==> config.mk <==
export PLATFORM = sky130hd
export DESIGN_NAME = upcount_timebase
export DESIGN_NICKNAME = d
export VERILOG_FILES = /design/src/rtl/timebase_pkg.sv /design/src/rtl/tbu_prescaler.sv /design/src/rtl/tbu_reload.sv /design/src/rtl/tbu_repetition.sv /design/src/rtl/upcount_timebase.sv
export SDC_FILE = /design/constraint.sdc
export NUM_CORES = 1
export LEC_CHECK = 0
export BUFFER_PORTS_ARGS = -buffer_cell sky130_fd_sc_hd__buf_2
export CAP_MARGIN = 20
export CORE_ASPECT_RATIO = 0.8
export CORE_MARGIN = 2
export CORE_UTILIZATION = 30
export DETAILED_ROUTE_END_ITERATION = 12
export GPL_ROUTABILITY_DRIVEN = 1
export SLEW_MARGIN = 20
export SYNTH_ARGS = -nofsm -noshare
export SYNTH_HDL_FRONTEND = slang
export SYNTH_HIERARCHICAL = 1
export SYNTH_SLANG_ARGS = --single-unit
==> constraint.sdc <==
create_clock -name clk -period 6.3 [get_ports clk]
set_input_delay 1.26 -clock clk [delete_from_list [all_inputs] [get_ports clk]]
set_output_delay 1.26 -clock clk [all_outputs]
set_load 0.02 [all_outputs]
==> src/rtl/timebase_pkg.sv <==
package timebase_pkg;

    localparam int unsigned TB_CNT_W = 16;
    localparam int unsigned TB_PSC_W = 16;
    localparam int unsigned TB_REP_W = 8;

    typedef enum logic [1:0] {
        UPD_NONE = 2'd0,
        UPD_OVF  = 2'd1,
        UPD_SW   = 2'd2
    } upd_cause_e;

    typedef struct packed {
        logic ev;
        logic flag_set;
    } upd_ctl_t;

    function automatic upd_cause_e pick_cause(input logic sw, input logic ovf_upd);
        if (sw)      return UPD_SW;
        if (ovf_upd) return UPD_OVF;
        return UPD_NONE;
    endfunction

    function automatic upd_ctl_t decide_update(input upd_cause_e cause,
                                               input logic inhibit,
                                               input logic sw_mask);
        upd_ctl_t r;
        r.ev       = !inhibit && (cause != UPD_NONE);
        r.flag_set = r.ev && !(sw_mask && cause == UPD_SW);
        return r;
    endfunction

endpackage

==> src/rtl/tbu_prescaler.sv <==
module tbu_prescaler #(
    parameter int unsigned PSC_W = 16
) (
    input  logic             clk,
    input  logic             rst,
    input  logic             enable,
    input  logic             restart,
    input  logic             wr,
    input  logic [PSC_W-1:0] wr_data,
    input  logic             upd_ev,
    output logic             tick
);
    localparam logic [PSC_W-1:0] PSC_ONE = PSC_W'(1);

    logic [PSC_W-1:0] pre_q, act_q, pcnt_q;

    assign tick = enable && !restart && (pcnt_q == act_q);

    always_ff @(posedge clk) begin
        if (rst) begin
            pre_q  <= '0;
            act_q  <= '0;
            pcnt_q <= '0;
        end else begin
            if (wr)
                pre_q <= wr_data;
            if (upd_ev)
                act_q <= pre_q;
            if (restart)
                pcnt_q <= '0;
            else if (enable)
                pcnt_q <= tick ? '0 : pcnt_q + PSC_ONE;
        end
    end


    psc_hold_chk: assert property (@(posedge clk) disable iff (rst)
        (!enable && !restart) |=> $stable(pcnt_q));


    psc_active_chk: assert property (@(posedge clk) disable iff (rst)
        !upd_ev |=> $stable(act_q));

endmodule

==> src/rtl/tbu_reload.sv <==
module tbu_reload #(
    parameter int unsigned CNT_W = 16
) (
    input  logic             clk,
    input  logic             rst,
    input  logic             wr,
    input  logic [CNT_W-1:0] wr_data,
    input  logic             buffered,
    input  logic             upd_ev,
    output logic [CNT_W-1:0] limit
);
    logic [CNT_W-1:0] pre_q, act_q;

    assign limit = act_q;

    always_ff @(posedge clk) begin
        if (rst) begin
            pre_q <= '0;
            act_q <= '0;
        end else begin
            if (wr)
                pre_q <= wr_data;
            if (wr && !buffered)
                act_q <= wr_data;
            else if (upd_ev)
                act_q <= pre_q;
        end
    end


    arr_hold_chk: assert property (@(posedge clk) disable iff (rst)
        (!upd_ev && !wr) |=> $stable(act_q));

endmodule

==> src/rtl/tbu_repetition.sv <==
module tbu_repetition #(
    parameter int unsigned REP_W = 8
) (
    input  logic             clk,
    input  logic             rst,
    input  logic             wr,
    input  logic [REP_W-1:0] wr_data,
    input  logic             ovf,
    input  logic             upd_ev,
    output logic             ovf_upd
);
    localparam logic [REP_W-1:0] REP_ONE = REP_W'(1);

    logic [REP_W-1:0] pre_q, rep_q;

    assign ovf_upd = ovf && (rep_q == '0);

    always_ff @(posedge clk) begin
        if (rst) begin
            pre_q <= '0;
            rep_q <= '0;
        end else begin
            if (wr)
                pre_q <= wr_data;
            if (upd_ev)
                rep_q <= pre_q;
            else if (ovf && rep_q != '0)
                rep_q <= rep_q - REP_ONE;
        end
    end


    rep_hold_chk: assert property (@(posedge clk) disable iff (rst)
        (!ovf && !upd_ev) |=> $stable(rep_q));

endmodule

==> src/rtl/upcount_timebase.sv <==
module upcount_timebase
    import timebase_pkg::*;
#(
    parameter int unsigned CNT_W = TB_CNT_W,
    parameter int unsigned PSC_W = TB_PSC_W,
    parameter int unsigned REP_W = TB_REP_W
) (
    input  logic             clk,
    input  logic             rst,
    input  logic             run_en,
    input  logic             upd_inhibit,
    input  logic             sw_flag_mask,
    input  logic             reload_buffered,
    input  logic             wr_count,
    input  logic             wr_ratio,
    input  logic             wr_limit,
    input  logic             wr_repeat,
    input  logic [CNT_W-1:0] wr_data,
    input  logic             sw_update,
    input  logic             flag_clear,
    output logic [CNT_W-1:0] count,
    output logic             update_pulse,
    output logic             update_flag
);
    localparam logic [CNT_W-1:0] CNT_ONE = CNT_W'(1);

    logic             tick, ovf, ovf_upd;
    logic [CNT_W-1:0] limit;
    logic [CNT_W-1:0] cnt_q;
    logic             pulse_q, flag_q;
    upd_cause_e       cause;
    upd_ctl_t         ctl;

    tbu_prescaler #(.PSC_W(PSC_W)) u_psc (
        .clk     (clk),
        .rst     (rst),
        .enable  (run_en),
        .restart (sw_update),
        .wr      (wr_ratio),
        .wr_data (wr_data[PSC_W-1:0]),
        .upd_ev  (ctl.ev),
        .tick    (tick)
    );

    tbu_reload #(.CNT_W(CNT_W)) u_arr (
        .clk      (clk),
        .rst      (rst),
        .wr       (wr_limit),
        .wr_data  (wr_data),
        .buffered (reload_buffered),
        .upd_ev   (ctl.ev),
        .limit    (limit)
    );

    tbu_repetition #(.REP_W(REP_W)) u_rep (
        .clk     (clk),
        .rst     (rst),
        .wr      (wr_repeat),
        .wr_data (wr_data[REP_W-1:0]),
        .ovf     (ovf),
        .upd_ev  (ctl.ev),
        .ovf_upd (ovf_upd)
    );

    assign ovf   = tick && !wr_count && (cnt_q == limit);
    assign cause = pick_cause(sw_update, ovf_upd);
    assign ctl   = decide_update(cause, upd_inhibit, sw_flag_mask);

    always_ff @(posedge clk) begin
        if (rst) begin
            cnt_q   <= '0;
            pulse_q <= 1'b0;
            flag_q  <= 1'b0;
        end else begin
            if (sw_update)
                cnt_q <= '0;
            else if (wr_count)
                cnt_q <= wr_data;
            else if (tick)
                cnt_q <= (cnt_q == limit) ? '0 : cnt_q + CNT_ONE;
            pulse_q <= ctl.ev;
            if (ctl.flag_set)
                flag_q <= 1'b1;
            else if (flag_clear)
                flag_q <= 1'b0;
        end
    end

    assign count        = cnt_q;
    assign update_pulse = pulse_q;
    assign update_flag  = flag_q;


    sw_restart_chk: assert property (@(posedge clk) disable iff (rst)
        sw_update |=> (count == '0));


    flag_hold_chk: assert property (@(posedge clk) disable iff (rst)
        (update_flag && !flag_clear) |=> update_flag);


    inhibit_quiet_chk: assert property (@(posedge clk) disable iff (rst)
        upd_inhibit |=> !update_pulse);

endmodule

## After elaboration in Yosys (flattened, before gate mapping)

Cells that the tools add are included.

| operators by class | value |
|---|---|
| mux-type cells | 17 |
| reduce and logical (&&, ||, !) cells | 23 |
| add/sub/neg operators | 3 |
| eq/ne operators | 3 |

Operators by type and width:

| cell | number |
|---|---|
| $mux 16 | 6 |
| $add 16x1->16 const B | 2 |
| $eq 16x16->1 | 2 |
| $mux 8 | 2 |
| $logic_and 1x1->1 | 10 |
| $reduce_bool 2->1 | 5 |
| $logic_not 8->1 | 1 |
| $mux 2 | 4 |
| $reduce_bool 8->1 | 1 |
| $sub 8x1->8 const B | 1 |
| $logic_not 1->1 | 5 |
| $mux 1 | 5 |
| $eq 2x2->1 const B | 1 |
| $reduce_or 2->1 | 1 |

| storage, ports and cells | value |
|---|---|
| logic and storage cells | 56 |
| bits of input ports | 28 |
| register bits after elaboration | 114 |
| output and inout bits | 18 |

## Longest topological paths before layout

Gate-level depths: netlist (run 1).

| logic depth | value |
|---|---|
| depth after elaboration | 15 |
| mapped depth | 17 |
| mapped depth without buffers | 13 |

## Cells and area by module

The synthesis (run 1) kept the hierarchy.

Modules (own cells, without submodules):

| module | area an instance (um^2) | sequential area each (um^2) | cells each | times used |
|---|---|---|---|---|
| tbu_prescaler | 1996.9 | 960.9 | 205 | 1 |
| upcount_timebase | 1445.1 | 360.3 | 166 | 1 |
| tbu_reload | 1422.6 | 640.6 | 126 | 1 |
| tbu_repetition | 768.2 | 320.3 | 86 | 1 |

## Worst setup path before layout (run 1)

Ideal clock, no wire load.

| path | value |
|---|---|
| path type | input to register |
| start | input port run_en |
| end | register u_psc.act_q[10] |
| data arrival time | 4.621 ns |
| path buffers | 5 |
| data required time | 6.172 ns |
| setup time | 0.128 ns |
| cell stages on the path | 15 |
| path slack | 1.552 ns |
| cells stage by stage | clkbuf_1 > nand4b_1 > nor3_1 > buf_2 > clkbuf_1 > nor3b_1 > nand3b_1 > nor3_1 > nor2_1 > or2_2 > inv_1 > clkbuf_1 > buf_2 > mux2i_1 > nor2_1 |

RTL lines:

| element | RTL line | RTL |
|---|---|---|
| from (decl) | upcount_timebase.sv:10 | `input logic run_en,` |
| to (signal assigned) | tbu_prescaler.sv:28 | `act_q <= pre_q;` |
| to (decl) | tbu_prescaler.sv:15 | `logic [PSC_W-1:0] pre_q, act_q, pcnt_q;` |

==> results of run 1 <==
[path summary, 6_finish.rpt]
path	slack [ns]	to
min	0.48	u_rep/rep_q[1]
max	1.76	u_arr/limit[10]
max reg2reg	1.95	u_arr/limit[10]
min reg2reg	0.48	u_rep/rep_q[1]
[final cells by class]
class	instances	area, um2
Multi-Input combinational cell	420	3087
Fill cell	1910	11770
Timing Repair Buffer	48	247.7
Clock inverter	7	87.58
Sequential cell	114	2282
Inverter	9	33.78
Tap cell	253	316.6
Clock buffer	20	456.7
[registers in the layout, indices dropped and copies added, names as in the netlist]
name,cells
u_rep/pre_q,8
update_flag,1
u_rep/rep_q,8
count,16
u_arr/limit,16
u_psc/act_q,16
update_pulse,1
u_psc/pcnt_q,16
u_psc/pre_q,16
u_arr/pre_q,16
[layer usage]
metal / vias to the layer above / track usage [%]
met5: - / 0
met4: 0 / 6.471
met3: 21 / 3.553
met2: 70 / 20.32
met1: 1971 / 20.25
li1: 2096 / -
[kinds of logic (layout without fill, tap and decap cells)]
kind of cell	count (synthesis)	after routing	share of synthesized area [%]
xor gates and xnor gates	63	63	9.796
and+or+nand+nor	213	213	20.77
DFF	114	114	40.52
AOI/OAI and AO/OA	65	65	9.929
adders and majority gates	3	3	0.6664
buffers and inverters	49	84	4.820
muxes	76	76	13.51
[synthesized netlist by cell type, types with 2 or more instances]
| library cell | instances | share of area, % |
|---|---|---|
| a211oi_1 | 11 | 1.5 |
| a211oi_2 | 10 | 2.2 |
| a21oi_1 | 21 | 1.9 |
| buf_1 | 3 | 0.20 |
| buf_2 | 8 | 0.71 |
| buf_4 | 2 | 0.27 |
| buf_6 | 7 | 1.4 |
| clkbuf_1 | 18 | 1.2 |
| dfxtp_1 | 114 | 41 |
| ha_1 | 3 | 0.67 |
| inv_1 | 9 | 0.60 |
| mux2i_1 | 76 | 14 |
| nand2_1 | 28 | 1.9 |
| nand3_1 | 8 | 0.71 |
| nand3_2 | 2 | 0.36 |
| nand3b_1 | 2 | 0.27 |
| nand4_1 | 9 | 1.0 |
| nand4_4 | 2 | 0.76 |
| nor2_1 | 93 | 6.2 |
| nor2b_1 | 2 | 0.22 |
| nor3_1 | 14 | 1.2 |
| nor3b_1 | 30 | 4.0 |
| nor4_1 | 4 | 0.44 |
| nor4_2 | 8 | 1.8 |
| o22ai_1 | 6 | 0.67 |
| o22ai_2 | 10 | 2.2 |
| or2_2 | 2 | 0.22 |
| or3_1 | 2 | 0.22 |
| xnor2_1 | 15 | 2.3 |
| xor2_1 | 48 | 7.5 |
[placed cells by master, fill, tap and decap left out, types with 3 or more instances in the layout]
| master | netlist | final |
|---|---|---|
| a211oi_1 | 11 | 11 |
| a211oi_2 | 10 | 10 |
| a21oi_1 | 21 | 21 |
| buf_2 | 8 | 45 |
| buf_4 | 2 | 3 |
| clkbuf_16 | 0 | 17 |
| clkinv_2 | 0 | 4 |
| dfxtp_1 | 114 | 114 |
| ha_1 | 3 | 3 |
| inv_1 | 9 | 8 |
| mux2i_1 | 76 | 76 |
| nand2_1 | 28 | 28 |
| nand3_1 | 8 | 8 |
| nand4_1 | 9 | 9 |
| nor2_1 | 93 | 92 |
| nor3_1 | 14 | 13 |
| nor3b_1 | 30 | 30 |
| nor4_1 | 4 | 4 |
| nor4_2 | 8 | 8 |
| o22ai_1 | 6 | 6 |
| o22ai_2 | 10 | 10 |
| xnor2_1 | 15 | 15 |
| xor2_1 | 48 | 48 |
[metrics by stage]
step                      hold WS, ns  instance area, um2  setup WS (ns)  total power, mW
after floorplan                0.4313                5633          1.552           0.9324
after global placement         0.4522                5964          1.431           0.9804
final                          0.4753                6511          1.762            1.873
after global routing           0.4911                6511          1.309            1.946
after CTS                      0.4728                6511          1.735            1.893
after detailed placement       0.4491                5967          1.299           0.9819
[critical path, cell delays in order]
cell and delay, ns:
buf_2 0.14, nand4b_1 0.27, nor3_2 0.19, buf_4 0.27, nor3b_1 0.72, nand3b_1 0.24
nor3_1 0.19, nor2_1 0.05, or2_2 0.30, inv_2 0.40, buf_4 0.41, mux2i_1 0.25
a211oi_2 0.09
[power by group through the flow]
stage,clock [mW],combinational [mW],sequential (mW)
floorplan,0,0.138,0.795
global placement,0,0.182,0.799
detailed placement,0,0.183,0.799
CTS,0.924,0.185,0.784
global route,0.957,0.201,0.788
finish,0.906,0.183,0.784
==> summary.txt, run 1 <==
Outcome
  – Status: finished, final reports clean

Routing
  – First drt pass iteration count: 4
  – Antenna-violating nets left: 0
  – Wire length on met1: 6925 um
  – Vias: 4,158
  – Average wire per standard cell: 15.66 um
  – Met2 Wirelength: 5925 um
  – Post-Route WL: 13,640 um
  – Metal3 WL: 550 um
  – DRC: 0
  – DRT iter0 DRCs: 312
  – Vias/cell: 4.774
  – Top sig layer: met4

Synthesis
  – Synthesized area: 5633 um2
  – Avg Cell Area, Syn: 9.662 um2
  – Async SR Flop Fraction: 0%
  – Post-synthesis sequential area ratio: 40.52%
  – Number of synthesized register bits: 114
  – Post-synth cell types: 46
  – Most used DFF post-synth: dfxtp_1
  – Post-Syn Nets: 614
  – Number of synthesized flops with an enable pin: 0
  – YS warnings: 6
  – Post-Syn Instances: 583

Global routing
  – First-pass GRT wire length: 21,880 um
  – Remaining global-route overflow: 0
  – Pin count of the biggest net entering global routing: 87
  – Initial antenna violation count: 0
  – Vias in the first global route: 3,922
  – Overall Global Routing Usage: 14.28%

STA
  – Slew Viols, Final: 0
  – Worst Tran Pin Value: 0.9676 ns
  – Final count of negative-setup-slack endpoints: 0
  – Final period utilization: 72.03%
  – FMAX: 0.2204 GHz
  – RSZ-0062 raised after global routing: false
  – Max-Slew Margin vs Limit: 35.49%
  – Crit path time final: 4.538 ns
  – Setup TNS: 0 ns
  – Clk_skew: 0.007792 ns
  – Final Hold Viols: 0

Clock network
  – Clock Sinks: 114
  – TritonCTS Buffers: 17
  – Hold_buf cts: 0
  – CTS tree: built
  – Clk slew on worst S/H paths: 0.05 ns
  – H-Tree Depth: 4
  – Setup repair bufs after CTS: 0
  – Clk_lat worst skew: 0.42 ns
  – CTS Root Cell: clkbuf_16
  – Resized Gates After CTS: 0
  – Clock buffer depth: 2

Worst setup path
  – CP Class: in -> reg
  – Worst setup SP type: input pin
  – Reg-to-Reg Start: u_psc/pcnt_q[9]
  – WP data arrival: 4.80 ns
  – R2R cell count: 14
  – Critical Path Fanout Max: 19
  – Required @ worst endpoint: 6.56 ns
  – CP endpoint kind: register
  – Critical Path Source: sw_update

Min path
  – Type of the most critical hold path: reg -> reg
  – Hold_sp: u_rep/pre_q[1]
  – WHS Path Cells: 2

Power and ir drop
  – Power Density: 287.7 nW/um2
  – Switching share of power: 24.43%
  – Clock network power share: 48.4%
  – Sw power: 0.4577 mW
  – Leak Pwr: 2.642 nW
  – Int Pwr: 1.415 mW
  – Worst VDD drop: 0.1920 mV
  – Sequential power share: 41.9%
  – Combinational share of power: 9.8%

Placed design
  – Post-DP HPWL: 9217 um
  – Placed cells: 844
  – GP Congestion: 0.7811
  – IO Port Bufs: 45

Die
  – Initial core utilization: 30.82%
  – Die extent in x: 157.2 um
  – Die H: 126.6 um
  – FP Rows: 44
  – Core region area: 18,280 um2
  – Die ar.: 19,900 um2
  – Top Ports: 46

Layout
  – N_diodes: 0
  – Share of cells above drive strength 1: 19.09%
  – Nets: 641
  – Final core utilization: 35.62%
  – Final Instance Count excl. Fillers: 871
  – Layout area overhead: 15.59%

Run
  – Maxcap violations: 0
Power figures use the tool's default switching activity.
==> run 2: changes to the inputs <==
Clock period 6.3 ns to 4.4 ns, I/O delays scaled along.
==> summary.txt, run 2 (synthesis results as in run 1) <==
Routing
  – Antenna-violating nets left: 0 (unchanged)
  – Vias/cell: 4.715 (was 4.774)
  – First drt pass iteration count: 4 (unchanged)
  – Post-Route WL: 13,620 um (was 13,640 um)
  – DRT iter0 DRCs: 404 (was 312)
  – Vias: 4,135 (was 4,158)
  – Average wire per standard cell: 15.53 um (was 15.66 um)
  – DRC: 0 (unchanged)

Min path
  – Hold_sp: u_rep/pre_q[1] (unchanged)
  – Type of the most critical hold path: reg -> reg (unchanged)
  – WHS Path Cells: 2 (unchanged)
  – Worst Hold Path EP: u_rep/rep_q[1] (unchanged)

Placed design
  – IO Port Bufs: 45 (unchanged)
  – Post-DP HPWL: 9322 um (was 9217 um)
  – Dpl ws: 0.7854 ns (was 1.299 ns)
  – GP Congestion: 0.7504 (was 0.7811)

Clock network
  – Resized Gates After CTS: 0 (unchanged)
  – Clock buffer depth: 2 (unchanged)
  – Clock Sinks: 114 (unchanged)
  – Clk slew on worst S/H paths: 0.06 ns (was 0.05 ns)
  – CTS tree: built (unchanged)
  – Hold_buf cts: 0 (unchanged)
  – H-Tree Depth: 4 (unchanged)
  – CTS Root Cell: clkbuf_16 (unchanged)
  – Setup repair bufs after CTS: 0 (unchanged)
  – TritonCTS Buffers: 17 (unchanged)
  – Clk_lat worst skew: 0.42 ns (about the same)

Power and ir drop
  – Leak Pwr: 2.674 nW (was 2.642 nW)
  – Worst VDD drop: 0.2781 mV (was 0.1920 mV)
  – Power Density: 427.6 nW/um2 (was 287.7 nW/um2)

Worst setup path
  – Critical Path Fanout Max: 28 (was 19)
  – WP data arrival: 3.66 ns (was 4.80 ns)
  – Required @ worst endpoint: 4.67 ns (was 6.56 ns)
  – R2R cell count: 13 (was 14)
  – CP endpoint kind: register (unchanged)
  – Critical R2R Capture: u_arr/limit[11] (was u_arr/limit[10])
  – Worst setup SP type: register (was input pin)
  – Setup slack, reg-to-reg: 1.01 ns (was 1.95 ns)
  – Reg-to-Reg Start: count[1] (was u_psc/pcnt_q[9])
  – CP Class: reg -> reg (was in -> reg)

Layout
  – Most frequent cells in the layout: 114 x dfxtp_1, 92 x nor2_1, 76 x mux2i_1, 48 x xor2_1, 45 x buf_2 (unchanged)
  – N_diodes: 0 (unchanged)
  – Nets: 642 (was 641)
  – Layout area overhead: 17.24% (was 15.59%)
  – Share of cells above drive strength 1: 19.87% (was 19.09%)
  – Most common cell after layout, fill and taps aside: dfxtp_1 (unchanged)
  – Fill cells: 1,864 (was 1,910)
  – Final core utilization: 36.13% (was 35.62%)

Global routing
  – Vias in the first global route: 3,949 (was 3,922)
  – Remaining global-route overflow: 0 (unchanged)
  – Overall Global Routing Usage: 14.24% (was 14.28%)
  – Initial antenna violation count: 0 (unchanged)
  – Pin count of the biggest net entering global routing: 56 (was 87)
  – First-pass GRT wire length: 21,810 um (was 21,880 um)

STA
  – FMAX: 0.2951 GHz
  – Crit path time final: 3.389 ns
  – RSZ-0062 raised after global routing: false (unchanged)
  – Worst Tran Pin Value: 0.7687 ns (was 0.9676 ns)
  – Setup TNS: 0 ns (unchanged)
  – Clk_skew: 0.01172 ns (was 0.007792 ns)
  – Final count of negative-setup-slack endpoints: 0 (unchanged)
  – Slew Viols, Final: 0 (unchanged)
  – Final Hold Viols: 0 (unchanged)
  – Final worst slack: 1.011 ns (was 1.762 ns)
  – Final period utilization: 77.01%
  – Max-Slew Margin vs Limit: 48.75% (was 35.49%)

Die
  – Top Ports: 46 (unchanged)
  – Die ar.: 19,900 um2 (unchanged)
  – Initial core utilization: 30.82% (unchanged)
  – Die H: 126.6 um (unchanged)
  – Core region area: 18,280 um2 (unchanged)
  – FP Rows: 44 (unchanged)
  – Die extent in x: 157.2 um (unchanged)

Outcome
  – Status: finished, final reports clean (unchanged)

Run
  – Maxcap violations: 0 (unchanged)
[run 2: worst max-delay path by stage]
| stage | start | to | slack (ns) | cells past startpoint |
|---|---|---|---|---|
| after global routing | u_psc/pcnt_q[9] | u_arr/limit[11] | 0.74 | 14 |
| after CTS | count[1] | u_arr/limit[11] | 1.01 | 13 |
| after global placement | sw_update | u_arr/limit[11] | 0.90 | 13 |
| after floorplan | run_en | u_psc/act_q[10] | 0.03 | 15 |
| after detailed placement | sw_update | u_arr/limit[11] | 0.79 | 13 |
| final | count[1] | u_arr/limit[11] | 1.01 | 13 |
[run 2: where the power goes]
group          total (mW)  internal [mW]  switching [mW]
logic               0.265          0.106           0.158
clock network        1.44          0.944           0.493
registers            1.12           1.08          0.0419
[run 2: area by class of cell]
type	count	area [um2]	area share (%)
well taps	253	316.6	4.793
clock inverters	14	187.7	2.842
repair buffers	49	267.8	4.055
clock buffers	18	429.2	6.499
multi-input cells	420	3087	46.74
inverters	9	33.78	0.5116
flip-flops and latches	114	2282	34.56
[run 2: worst max-delay path, stage by stage (launching register included)]
cell and delay, ns:
dfxtp_1 0.47, xor2_1 0.17, nor4_2 0.39, nand4_2 0.23, nor3b_1 0.29, buf_4 0.20, nand3b_1 0.11, nor3_1 0.19
nor2_1 0.06, or2_2 0.31, inv_2 0.21, buf_12 0.26, mux2i_1 0.24, a211oi_2 0.10
[run 2: per-stage QoR]
stage | hold slack (ns) | instances | total power [mW] | instance area [um2]
5_1_grt | 0.4992 | 877 | 2.932 | 6604
2_1_floorplan | 0.4313 | 583 | 1.335 | 5633
4_1_cts | 0.4768 | 877 | 2.853 | 6604
3_3_place_gp | 0.4739 | 845 | 1.405 | 5984
3_5_place_dp | 0.4660 | 845 | 1.408 | 5987
6_report | 0.4695 | 877 | 2.824 | 6604
[run 2: metal layers]
layer  GRT usage, %  up-vias  wire [um]  share of wire [%]
li1               -     2096          -                  -
met2          21.17       69       6025                 44
met1          19.92     1962       6986                 51
met4          4.332        0         80               0.59
met3          4.134        8        528                3.9
met5              0        -          0                  0
==> run 3: changes to the inputs <==
Clock period 4.4 ns to 3.4 ns, I/O delays scaled along.
==> summary.txt, run 3 (synthesis results as in run 1) <==
Outcome
  – Status: finished, final reports clean (unchanged)

STA
  – Worst Tran Pin Value: 0.7393 ns (was 0.7687 ns)
  – Setup TNS: 0 ns (unchanged)
  – Final count of negative-setup-slack endpoints: 0 (unchanged)
  – Crit path time final: 3.137 ns (was 3.389 ns)
  – Max-Slew Margin vs Limit: 50.71% (was 48.75%)
  – Slew Viols, Final: 0 (unchanged)
  – Clk_skew: 0.01268 ns (was 0.01172 ns)
  – Final Hold Viols: 0 (unchanged)
  – RSZ-0062 raised after global routing: false (unchanged)
  – Final period utilization: 92.27% (was 77.01%)
  – FMAX: 0.3188 GHz (was 0.2951 GHz)
  – Hold WS: 0.4803 ns (was 0.4695 ns)

Clock network
  – Clk slew on worst S/H paths: 0.05 ns (was 0.06 ns)
  – CTS tree: built (unchanged)
  – Resized Gates After CTS: 0 (unchanged)
  – Clock buffer depth: 2 (unchanged)
  – Setup repair bufs after CTS: 0 (unchanged)
  – Hold_buf cts: 0 (unchanged)
  – CTS Root Cell: clkbuf_16 (unchanged)
  – Clk_lat worst skew: 0.40 ns (was 0.42 ns)
  – Clock Sinks: 114 (unchanged)
  – TritonCTS Buffers: 17 (unchanged)
  – H-Tree Depth: 4 (unchanged)

Min path
  – Type of the most critical hold path: reg -> reg (unchanged)
  – Worst Hold Path EP: u_rep/rep_q[1] (unchanged)
  – Hold_sp: u_rep/pre_q[1] (unchanged)
  – WHS Path Cells: 2 (unchanged)

Die
  – Top Ports: 46 (unchanged)
  – Die extent in x: 157.2 um (unchanged)
  – Initial core utilization: 30.82% (unchanged)
  – Die ar.: 19,900 um2 (unchanged)
  – FP Rows: 44 (unchanged)
  – Die H: 126.6 um (unchanged)
  – Core region area: 18,280 um2 (unchanged)

Routing
  – Metal3 WL: 477 um (was 528 um)
  – Post-Route WL: 13,610 um (was 13,620 um)
  – Wire length on met1: 7051 um (was 6986 um)
  – Top sig layer: met4 (unchanged)
  – Met2 Wirelength: 6025 um (unchanged)
  – DRT iter0 DRCs: 283 (was 404)
  – DRC: 0 (unchanged)
  – Vias/cell: 4.726 (was 4.715)
  – First drt pass iteration count: 5 (was 4)
  – Antenna-violating nets left: 0 (unchanged)
  – Average wire per standard cell: 15.29 um (was 15.53 um)
  – Vias: 4,206 (was 4,135)

Layout
  – Most frequent cells in the layout: 114 x dfxtp_1, 92 x nor2_1, 76 x mux2i_1, 48 x xor2_1, 45 x buf_2 (unchanged)
  – Storage cell area: 2282 um2 (unchanged)
  – Fill cells: 1,898 (was 1,864)
  – Nets: 656 (was 642)
  – Share of cells above drive strength 1: 21.19% (was 19.87%)
  – N_diodes: 0 (unchanged)
  – Multi-input gate area: 3098 um2 (was 3087 um2)
  – Layout area overhead: 18.28% (was 17.24%)
  – Most common cell after layout, fill and taps aside: dfxtp_1 (unchanged)

Power and ir drop
  – Worst VDD drop: 0.3756 mV (was 0.2781 mV)
  – Leak Pwr: 2.744 nW (was 2.674 nW)
  – Power Density: 523.7 nW/um2 (was 427.6 nW/um2)

Worst setup path
  – WP data arrival: 3.40 ns (was 3.66 ns)
  – Reg-to-Reg Start: u_psc/pcnt_q[9] (was count[1])
  – Setup slack, reg-to-reg: 0.26 ns (was 1.01 ns)
  – CP endpoint kind: register (unchanged)
  – Critical Path Fanout Max: 20 (was 28)
  – CP Class: reg -> reg (unchanged)
  – Required @ worst endpoint: 3.66 ns (was 4.67 ns)
  – R2R cell count: 13 (unchanged)
  – Critical R2R Capture: u_arr/limit[8] (was u_arr/limit[11])
  – Critical Path Source: u_psc/pcnt_q[9] (was count[1])
  – Worst setup SP type: register (unchanged)

Global routing
  – Initial antenna violation count: 0 (unchanged)
  – First-pass GRT wire length: 21,780 um (was 21,810 um)
  – Overall Global Routing Usage: 14.06% (was 14.24%)
  – Vias in the first global route: 3,953 (was 3,949)
  – Remaining global-route overflow: 0 (unchanged)
  – Pin count of the biggest net entering global routing: 47 (was 56)

Placed design
  – GP Congestion: 0.7812 (was 0.7504)
  – Post-DP HPWL: 9431 um (was 9322 um)
  – IO Port Bufs: 45 (unchanged)

Run
  – Maxcap violations: 0 (unchanged)
run 3: per-layer routing:
metal / vias to the layer above / GRT usage, %
met1: 2023 / 20.27
li1: 2119 / -
met3: 2 / 3.280
met2: 62 / 20.50
met5: - / 0
met4: 0 / 4.813
run 3: worst max path at each step:
stage	slack, ns	cells past startpoint	end
2_1_floorplan	0.03	15	u_arr/limit[10]
3_3_place_gp	0.34	12	u_arr/limit[7]
3_5_place_dp	0.27	12	u_arr/limit[7]
4_1_cts	0.25	13	u_arr/limit[8]
5_1_grt	0.006	13	u_arr/limit[6]
6_report	0.26	13	u_arr/limit[8]
run 3: report_power, final:
part | total, mW | internal, mW | switching [mW]
clock network | 1.68 | 1.09 | 0.592
logic | 0.359 | 0.146 | 0.212
registers | 1.45 | 1.40 | 0.0472
total | 3.49 | 2.64 | 0.851
run 3: area by class of cell:
class | instances | share of cell area [%]
Multi-Input combinational cell | 420 | 46.50
Sequential cell | 114 | 34.25
Clock buffer | 26 | 7.643
Timing Repair Buffer | 63 | 5.596
Tap cell | 253 | 4.751
Clock inverter | 5 | 0.7512
Inverter | 9 | 0.5070
run 3: stage by stage:
step | cells | power (mW) | worst slack (ns) | utilization, % | area, um2
final | 890 | 3.490 | 0.2630 | 36.45 | 6663
after global routing | 890 | 3.623 | 0.006193 | 36.45 | 6663
after CTS | 890 | 3.525 | 0.2488 | 36.44 | 6660
after detailed placement | 859 | 1.830 | 0.2724 | 33.38 | 6101
after global placement | 859 | 1.828 | 0.3389 | 33.38 | 6101
after floorplan | 583 | 1.731 | 0.02750 | - | 5659
run 3: critical path, cell delays in order (launching register included):
cell and delay [ns]:
dfxtp_1 0.34, xor2_1 0.18, nor4_1 0.32, nand4b_1 0.24
nor3_2 0.23, nor3b_4 0.23, nand3b_1 0.14, nor3_1 0.18
nor2_1 0.05, or2_2 0.30, inv_2 0.23, buf_12 0.23
mux2i_1 0.24, a211oi_2 0.09
